[config.mk]
export PLATFORM = sky130hd
export DESIGN_NAME = line_result_assembler
export DESIGN_NICKNAME = d
export VERILOG_FILES = /design/src/rtl/lrb_pkg.sv /design/src/rtl/lrb_formatter.sv /design/src/rtl/lrb_slot_bank.sv /design/src/rtl/lrb_status.sv /design/src/rtl/line_result_assembler.sv
export SDC_FILE = /design/constraint.sdc
export NUM_CORES = 1
export LEC_CHECK = 0
export BUFFER_PORTS_ARGS = -buffer_cell sky130_fd_sc_hd__buf_2
export CORE_ASPECT_RATIO = 1.5
export CORE_MARGIN = 4
export CORE_UTILIZATION = 40
export DETAILED_ROUTE_END_ITERATION = 7
export GPL_TIMING_DRIVEN = 0
export PLACE_DENSITY = 0.63
export SETUP_SLACK_MARGIN = 0.02
export SLEW_MARGIN = 20
export SYNTH_ARGS = -nofsm -noshare
export SYNTH_HDL_FRONTEND = slang
export SYNTH_SLANG_ARGS = --single-unit
[constraint.sdc]
create_clock -name clk -period 0.9 [get_ports clk]
set_input_delay 0.135 -clock clk [delete_from_list [all_inputs] [get_ports clk]]
set_output_delay 0.135 -clock clk [all_outputs]
set_load 0.01 [all_outputs]
[src/rtl/lrb_pkg.sv]
package lrb_pkg;
  typedef enum logic {
    RATE_1X = 1'b0,
    RATE_2X = 1'b1
  } rate_e;

  typedef struct packed {
    logic  found;
    rate_e rate;
  } slot_flags_t;
endpackage

[src/rtl/lrb_formatter.sv]
module lrb_formatter
  import lrb_pkg::*;
#(
  parameter int WORD_W = 32
) (
  input  logic              found,
  input  rate_e             rate,
  input  logic [WORD_W-1:0] raw,
  output logic [WORD_W-1:0] word
);
  localparam int HALF = WORD_W / 2;

  // single rate: payload in upper half, marker bit just below it
  logic [WORD_W-1:0] narrow_word;
  assign narrow_word = {raw[HALF-1:0], 1'b1, {(HALF-1){1'b0}}};

  always_comb begin
    if (!found)
      word = '0;
    else if (rate == RATE_2X)
      word = raw;
    else
      word = narrow_word;
  end
endmodule

[src/rtl/lrb_slot_bank.sv]
module lrb_slot_bank #(
  parameter int NSLOT   = 5,
  parameter int WORD_W  = 32,
  parameter int SLOT_IW = 3
) (
  input  logic                    clk,
  input  logic                    rst_n,
  input  logic                    clr,
  input  logic                    wr_en,
  input  logic [SLOT_IW-1:0]      wr_slot,
  input  logic [WORD_W-1:0]       wr_word,
  output logic [NSLOT*WORD_W-1:0] bank_flat
);
  for (genvar i = 0; i < NSLOT; i++) begin : g_slot
    logic [WORD_W-1:0] word_q;
    logic              hit;
    assign hit = wr_en && (wr_slot == SLOT_IW'(i));

    always_ff @(posedge clk or negedge rst_n) begin
      if (!rst_n)
        word_q <= '0;
      else if (clr)
        word_q <= '0;
      else if (hit)
        word_q <= wr_word;
    end

    assign bank_flat[i*WORD_W +: WORD_W] = word_q;
  end
endmodule

[src/rtl/lrb_status.sv]
module lrb_status
  import lrb_pkg::*;
#(
  parameter int NSLOT      = 5,
  parameter int STAT_W     = 16,
  parameter int SLOT_IW    = 3,
  parameter int RATE_OFS   = 8,
  parameter int PARITY_BIT = 7
) (
  input  logic               clk,
  input  logic               rst_n,
  input  logic               clr,
  input  logic               field_odd,
  input  logic               wr_en,
  input  logic [SLOT_IW-1:0] wr_slot,
  input  slot_flags_t        wr_flags,
  output logic [STAT_W-1:0]  status_word
);
  logic [NSLOT-1:0] present_q;
  logic [NSLOT-1:0] wide_q;
  logic             odd_q;

  for (genvar i = 0; i < NSLOT; i++) begin : g_flag
    logic hit;
    assign hit = wr_en && (wr_slot == SLOT_IW'(i));

    always_ff @(posedge clk or negedge rst_n) begin
      if (!rst_n) begin
        present_q[i] <= 1'b0;
        wide_q[i]    <= 1'b0;
      end else if (clr) begin
        present_q[i] <= 1'b0;
        wide_q[i]    <= 1'b0;
      end else if (hit) begin
        present_q[i] <= wr_flags.found;
        wide_q[i]    <= wr_flags.found && (wr_flags.rate == RATE_2X);
      end
    end
  end

  always_ff @(posedge clk or negedge rst_n) begin
    if (!rst_n)
      odd_q <= 1'b0;
    else if (clr)
      odd_q <= field_odd;
  end

  always_comb begin
    status_word = '0;
    for (int i = 0; i < NSLOT; i++) begin
      status_word[i]          = present_q[i];
      status_word[RATE_OFS+i] = wide_q[i];
    end
    status_word[PARITY_BIT] = odd_q;
  end
endmodule

[src/rtl/line_result_assembler.sv]
module line_result_assembler
  import lrb_pkg::*;
#(
  parameter int NSLOT      = 5,
  parameter int WORD_W     = 32,
  parameter int STAT_W     = 16,
  parameter int RATE_OFS   = 8,
  parameter int PARITY_BIT = 7,
  parameter int SLOT_IW    = 3
) (
  input  logic                    clk,
  input  logic                    rst_n,
  input  logic                    cap_valid,
  output logic                    cap_ready,
  input  logic [SLOT_IW-1:0]      cap_slot,
  input  logic                    cap_found,
  input  logic                    cap_wide,
  input  logic [WORD_W-1:0]       cap_bits,
  input  logic                    line10_strobe,
  input  logic                    line26_strobe,
  input  logic                    field_odd,
  output logic [NSLOT*WORD_W-1:0] buf_flat,
  output logic [STAT_W-1:0]       status_word,
  output logic                    field_done
);
  localparam logic [SLOT_IW-1:0] LAST_SLOT = SLOT_IW'(NSLOT - 1);

  slot_flags_t       flags;
  logic              take;
  logic              in_range;
  logic [WORD_W-1:0] fmt_word;

  assign cap_ready   = !line10_strobe;
  assign in_range    = (cap_slot <= LAST_SLOT);
  assign take        = cap_valid && cap_ready && in_range;
  assign flags.found = cap_found;
  assign flags.rate  = cap_wide ? RATE_2X : RATE_1X;

  lrb_formatter #(.WORD_W(WORD_W)) u_fmt (
    .found (cap_found),
    .rate  (flags.rate),
    .raw   (cap_bits),
    .word  (fmt_word)
  );

  lrb_slot_bank #(.NSLOT(NSLOT), .WORD_W(WORD_W), .SLOT_IW(SLOT_IW)) u_bank (
    .clk       (clk),
    .rst_n     (rst_n),
    .clr       (line10_strobe),
    .wr_en     (take),
    .wr_slot   (cap_slot),
    .wr_word   (fmt_word),
    .bank_flat (buf_flat)
  );

  lrb_status #(
    .NSLOT(NSLOT), .STAT_W(STAT_W), .SLOT_IW(SLOT_IW),
    .RATE_OFS(RATE_OFS), .PARITY_BIT(PARITY_BIT)
  ) u_stat (
    .clk         (clk),
    .rst_n       (rst_n),
    .clr         (line10_strobe),
    .field_odd   (field_odd),
    .wr_en       (take),
    .wr_slot     (cap_slot),
    .wr_flags    (flags),
    .status_word (status_word)
  );

  always_ff @(posedge clk or negedge rst_n) begin
    if (!rst_n)
      field_done <= 1'b0;
    else if (line10_strobe)
      field_done <= 1'b0;
    else if (line26_strobe)
      field_done <= 1'b1;
  end
endmodule

---- Yosys cells after proc, flatten, opt, wreduce, memory -nomap -nowiden ----
Index checks and enable logic that the tools add are counted.
word-level totals
  register bits after elaboration ......... 172
  logic and storage cells ................. 73
operators by class
  reduce and logical (&&, ||, !) cells .... 16
  equal/unequal tests ..................... 4
  $lt $le $gt $ge ......................... 1
  mux-type cells .......................... 35
operator list
  cell                count
  $mux 32             12
  $mux 1              23
  $reduce_bool 2->1   6
  $logic_and 1x1->1   8
  $eq 3x2->1 const B  2
  $eq 3x1->1 const B  1
  $eq 3x3->1 const B  1
  $le 3x3->1 const B  1
  $logic_not 3->1     1
  $logic_not 1->1     1

---- Longest topological paths before layout ----
  word-level depth ........................ 6
  gate-level depth with buffers ........... 6
  gate-level depth less buffers ........... 3

---- Cells and area by module ----
From an unflattened synthesis, not the netlist that was laid out.
second synthesis, totals
  cells, all modules ...................... 669
  area total of the unflattened synthesis .. 8,131.5 um^2
by module, submodules not included
  module                 cells each  instances  seq. area each (um^2)  area an instance (um^2)
  lrb_slot_bank          560         1          4,003.8                7,076.8
  lrb_status             47          1          275.3                  583.1
  lrb_formatter          56          1          0.0                    424.2
  line_result_assembler  6           1          25.0                   47.5

---- Worst setup path before layout ----
No wires, ideal clock.
  path kind ............................... input-to-reg
  from .................................... input line10_strobe
  to ...................................... register u_bank.g_slot[0].word_q[10]
  setup time .............................. 125 ps
  buffers on the path ..................... 3
  arrival ................................. 1,163 ps
  stages on the path ...................... 5
  slack ................................... -387 ps
  cell sequence ........................... buf_6 -> buf_2 -> a21oi_4 -> buf_4 -> mux2_2
on the way
  longest elaborated chain between the ends .. 5
ends and longest elaborated chain
  element                          RTL line                     source
  from (decl)                      line_result_assembler.sv:19  input logic line10_strobe,
  $logic_not 1->1                  line_result_assembler.sv:33  assign cap_ready = !line10_strobe;
  $logic_and 1x1->1 (2 in series)  line_result_assembler.sv:35  assign take = cap_valid && cap_ready && in_range;
  $logic_and 1x1->1                lrb_slot_bank.sv:17          assign hit = wr_en && (wr_slot == SLOT_IW'(i));
  $reduce_bool 2->1 (no line)      -
  to (signal assigned)             lrb_slot_bank.sv:25          word_q <= wr_word;
  to (decl)                        lrb_slot_bank.sv:15          logic [WORD_W-1:0] word_q;
Parallel ways exist; a longest one is shown, timed or not.
A chain may end at the register's enable or synchronous reset.

---- Worst setup path after layout ----
  from .................................... register u_bank.g_slot[1].word_q[23]
  to ...................................... output buf_flat[55]
RTL lines
  element                 RTL line                     source
  from (decl)             lrb_slot_bank.sv:15
  from (signal assigned)  lrb_slot_bank.sv:25
  to (decl)               line_result_assembler.sv:22  output logic [NSLOT*WORD_W-1:0] buf_flat,
No word-level cell between the ends.

==> run_results.csv <==
group,metric,value,unit
run_status,run_status,"complete, but fails checks",
run_status,violations,"hold timing, setup timing",
synthesis,ys_types,30,
clocking,cts_tree,"done",
routing,via_per_inst,4.86,
synthesis,synth_largest_area_cell,"dfrtp_1",
global_route,grt_pass1_wl,34600,µm
setup_path,cp_slowest_cell,"dfrtp_1",
setup_path,start_kind,"flip-flop",
setup_path,cp_data_required_time,0.76,ns
placement,dpl.hpwl,14800,µm
floorplanning,rows,59,
synthesis,synth_cells,454,
placement,dpl_cell_area,0.00910,mm²
sta,period_needed,1.12,ns
floorplanning,ioPinCount,221,
clocking,clk_pin_slew_worst_paths,0.07,ns
run,max_cap_violations,0,
routing,vias,5284,
clocking,clkLatencyLatePin,0.42,ns
sta,final_hold_viol_count,93,
synthesis,synthTopCellsByCount,"dfrtp_1 (172), mux2_2 (66), mux2_1 (51), mux2_4 (40), nor2_1 (25)",
setup_path,max_stage_delay,0.41,ns
setup_path,crit_family,"flip-flops",
sta,fin_skew,0,ns
floorplanning,start_util,0.411,
synthesis,ys_seq_area_frac,0.599,
pwr,p_int,14.2,mW
sta,fin_crit_sh,1.25,
global_route,grt_max_degree,95,
setup_path,criticalPathCategory,"flip-flop to primary output",
clocking,cts.sinks,172,
routing,route.detailed.drc,0,
sta,slew_headroom,0.517,
floorplanning,core_area,0.0175,mm²
placement,place_congestion,0.746,
pwr,seqPwrFrac,0.435,
global_route,overflow,0,
sta,whs,-0.286,ns
sta,finalSetupViolations,305,
clocking,cts_hold_buf,2,
synthesis,synth-main-ff-cell,"dfrtp_1",
global_route,track_usage,0.225,
routing,first_pass_iters,4,
floorplanning,die_x,117,µm
synthesis,synthArstFlopShare,1.00,
min_path,worstHoldPathType,"input pin to asynchronous set/reset pin",
routing,postRouteAntennaNets,0,
synthesis,synth_edf_count,0,
pwr,powerDensity,1630,mW/mm²
finish,area_growth_syn_to_layout,64.8,%
synthesis,yosysMostFrequentCell,"dfrtp_1",
pwr,p_switching,5.06,mW
sta,worst_slew_pin_slew,0.724,ns
clocking,cts-buffers-inserted,17,
pwr,p_leak,6.58,nW
routing,first_iter_violations,279,
pwr,netSwitchingFraction,0.262,
synthesis,syn_avg_cell_area,15.8,µm²
sta,final.setup.tns,-41.57,ns
finish,fillers,1193,
sta,drv_slew,0,
global_route,grt_pass1_vias,5745,
finish,fin_nets,905,
finish,diodes,0,
global_route,antenna_found_initial,1,
clocking,clockBufferDepth,2,
finish,design_area,0.0118,mm²
synthesis,synth-seq-cells,172,
setup_path,cp.depth,1,
setup_path,crit_path_end_kind,"primary output",
synthesis,synth_top_cell_area_share,0.599,
routing,wl,23200,µm
pwr,vdd_drop_max,1200,µV
sta,layout_setup_ws,-0.223,ns
synthesis,yosysWarnings,0,
setup_path,worstPathCellList,"buf_2",
setup_path,worstPathMaxFanout,2,
pwr,comb_power_share,0.188,
setup_path,cp_num_buf_inv,1,
sta,fmax,891,MHz
clocking,htreeDepth,4,
placement,port_buffers,211,
clocking,clockRootBuffer,"clkbuf_16",
routing,routedWlPerCell,21.3,µm
sta,rsz0062_at_grt,"true",
setup_path,critPathArrivalTime,0.99,ns
setup_path,r2r_cells,3,
floorplanning,die_area,0.0202,mm²
pwr,clkPwrFrac,0.377,
finish,drive_gt1_frac,0.723,
floorplanning,fp.dieH,172,µm
synthesis,synthesis.area,0.00718,mm²
synthesis,yosys-top-cells-area,"dfrtp_1 (60%), mux2_2 (10%), mux2_4 (8.4%)",
==> registers in the layout (all words and copies together), names as in the netlist <==
| register | count |
|---|---|
| u_bank.g_slot.word_q | 160 |
| u_stat.status_word | 10 |
| field_done | 1 |
| u_stat.odd_q | 1 |
==> per-stage QoR <==
| stage | setup slack [ns] | instances | total power, mW | utilization |
|---|---|---|---|---|
| 2_1_floorplan | -0.366 | 458 | 9.98 | - |
| 3_3_place_gp | -2.80 | 882 | 10.9 | 0.518 |
| 3_5_place_dp | -0.647 | 883 | 11.0 | 0.520 |
| 4_1_cts | -0.237 | 1044 | 19.1 | 0.646 |
| 5_1_grt | -0.259 | 1088 | 20.0 | 0.677 |
| 6_report | -0.223 | 1088 | 19.3 | 0.677 |
==> logic make-up (layout without fill, tap and decap cells) <==
family                 after synthesis  after routing  share of synthesized area
AOI/OAI and AO/OA                   13             13                     0.0188
buffers and inverters               33            450                     0.0385
DFF                                172            172                      0.599
muxes                              177            177                      0.295
other                                1              5                   0.000522
and+or+nand+nor                     58             58                     0.0482
==> layout by cell type, fill, tap and decap left out, drive strengths merged, types with 5 or more instances in the layout <==
| master | instances |
|---|---|
| mux2 | 157 |
| inv | 8 |
| nor2 | 27 |
| conb | 5 |
| buf | 410 |
| a22o | 5 |
| dfrtp | 172 |
| clkbuf | 24 |
| mux2i | 20 |
| and2 | 15 |
==> metal layers <==
| metal | vias to the layer above | routed length (µm) | GRT usage | part of all wire |
|---|---|---|---|---|
| li1 | 2387 | - | - | - |
| met1 | 2713 | 9410 | 0.270 | 0.41 |
| met2 | 148 | 12200 | 0.396 | 0.52 |
| met3 | 34 | 1070 | 0.0586 | 0.046 |
| met4 | 2 | 538 | 0.0817 | 0.023 |
| met5 | - | 13 | 0 | 0.00056 |
==> worst paths after layout <==
check | endpoint | startpoint | slack (ns)
setup / recovery | buf_flat[55] | u_bank.g_slot[1].word_q[23]$_DFFE_PN0P_ | -0.22
hold / removal | u_bank.g_slot[4].word_q[15]$_DFFE_PN0P_ | rst_n | -0.29
setup reg to reg | u_bank.g_slot[1].word_q[14]$_DFFE_PN0P_ | u_bank.g_slot[1].word_q[14]$_DFFE_PN0P_ | -0.11
hold reg to reg | u_stat.status_word[1]$_DFFE_PN0P_ | u_stat.status_word[1]$_DFFE_PN0P_ | 0.48
max in group asynchronous | u_bank.g_slot[3].word_q[24]$_DFFE_PN0P_ | rst_n | 0.33
min in group clk | u_bank.g_slot[4].word_q[15]$_DFFE_PN0P_ | cap_found | 0.03
==> final cells by class <==
type | instances | area [µm²] | share of cell area
buffer | 27 | 407 | 0.0344
clock buffer | 20 | 447 | 0.0377
clock inverter | 12 | 126 | 0.0107
inverter | 2 | 7.51 | 0.000634
multi-input combinational | 253 | 3100 | 0.262
sequential | 172 | 4300 | 0.364
tap | 213 | 267 | 0.0225
timing repair buffer | 389 | 3180 | 0.268
==> power groups by stage <==
stage | clock (mW) | sequential (mW) | combinational (mW)
2_1_floorplan | 0 | 8.67 | 1.31
3_3_place_gp | 0 | 8.50 | 2.45
3_5_place_dp | 0 | 8.51 | 2.51
4_1_cts | 7.35 | 8.36 | 3.40
5_1_grt | 7.74 | 8.43 | 3.85
6_report | 7.26 | 8.39 | 3.63
==> what timing repair did <==
action / 4_1_cts / 5_1_grt
gates resized for setup: 90 / 54
setup buffers: 117 / 67
cloned: 11 / 4
pin swaps: 7 / 6
setup endpoints to repair: 303 / 331
hold endpoints to repair: 95 / 93
(Power assumes the default switching activity.)
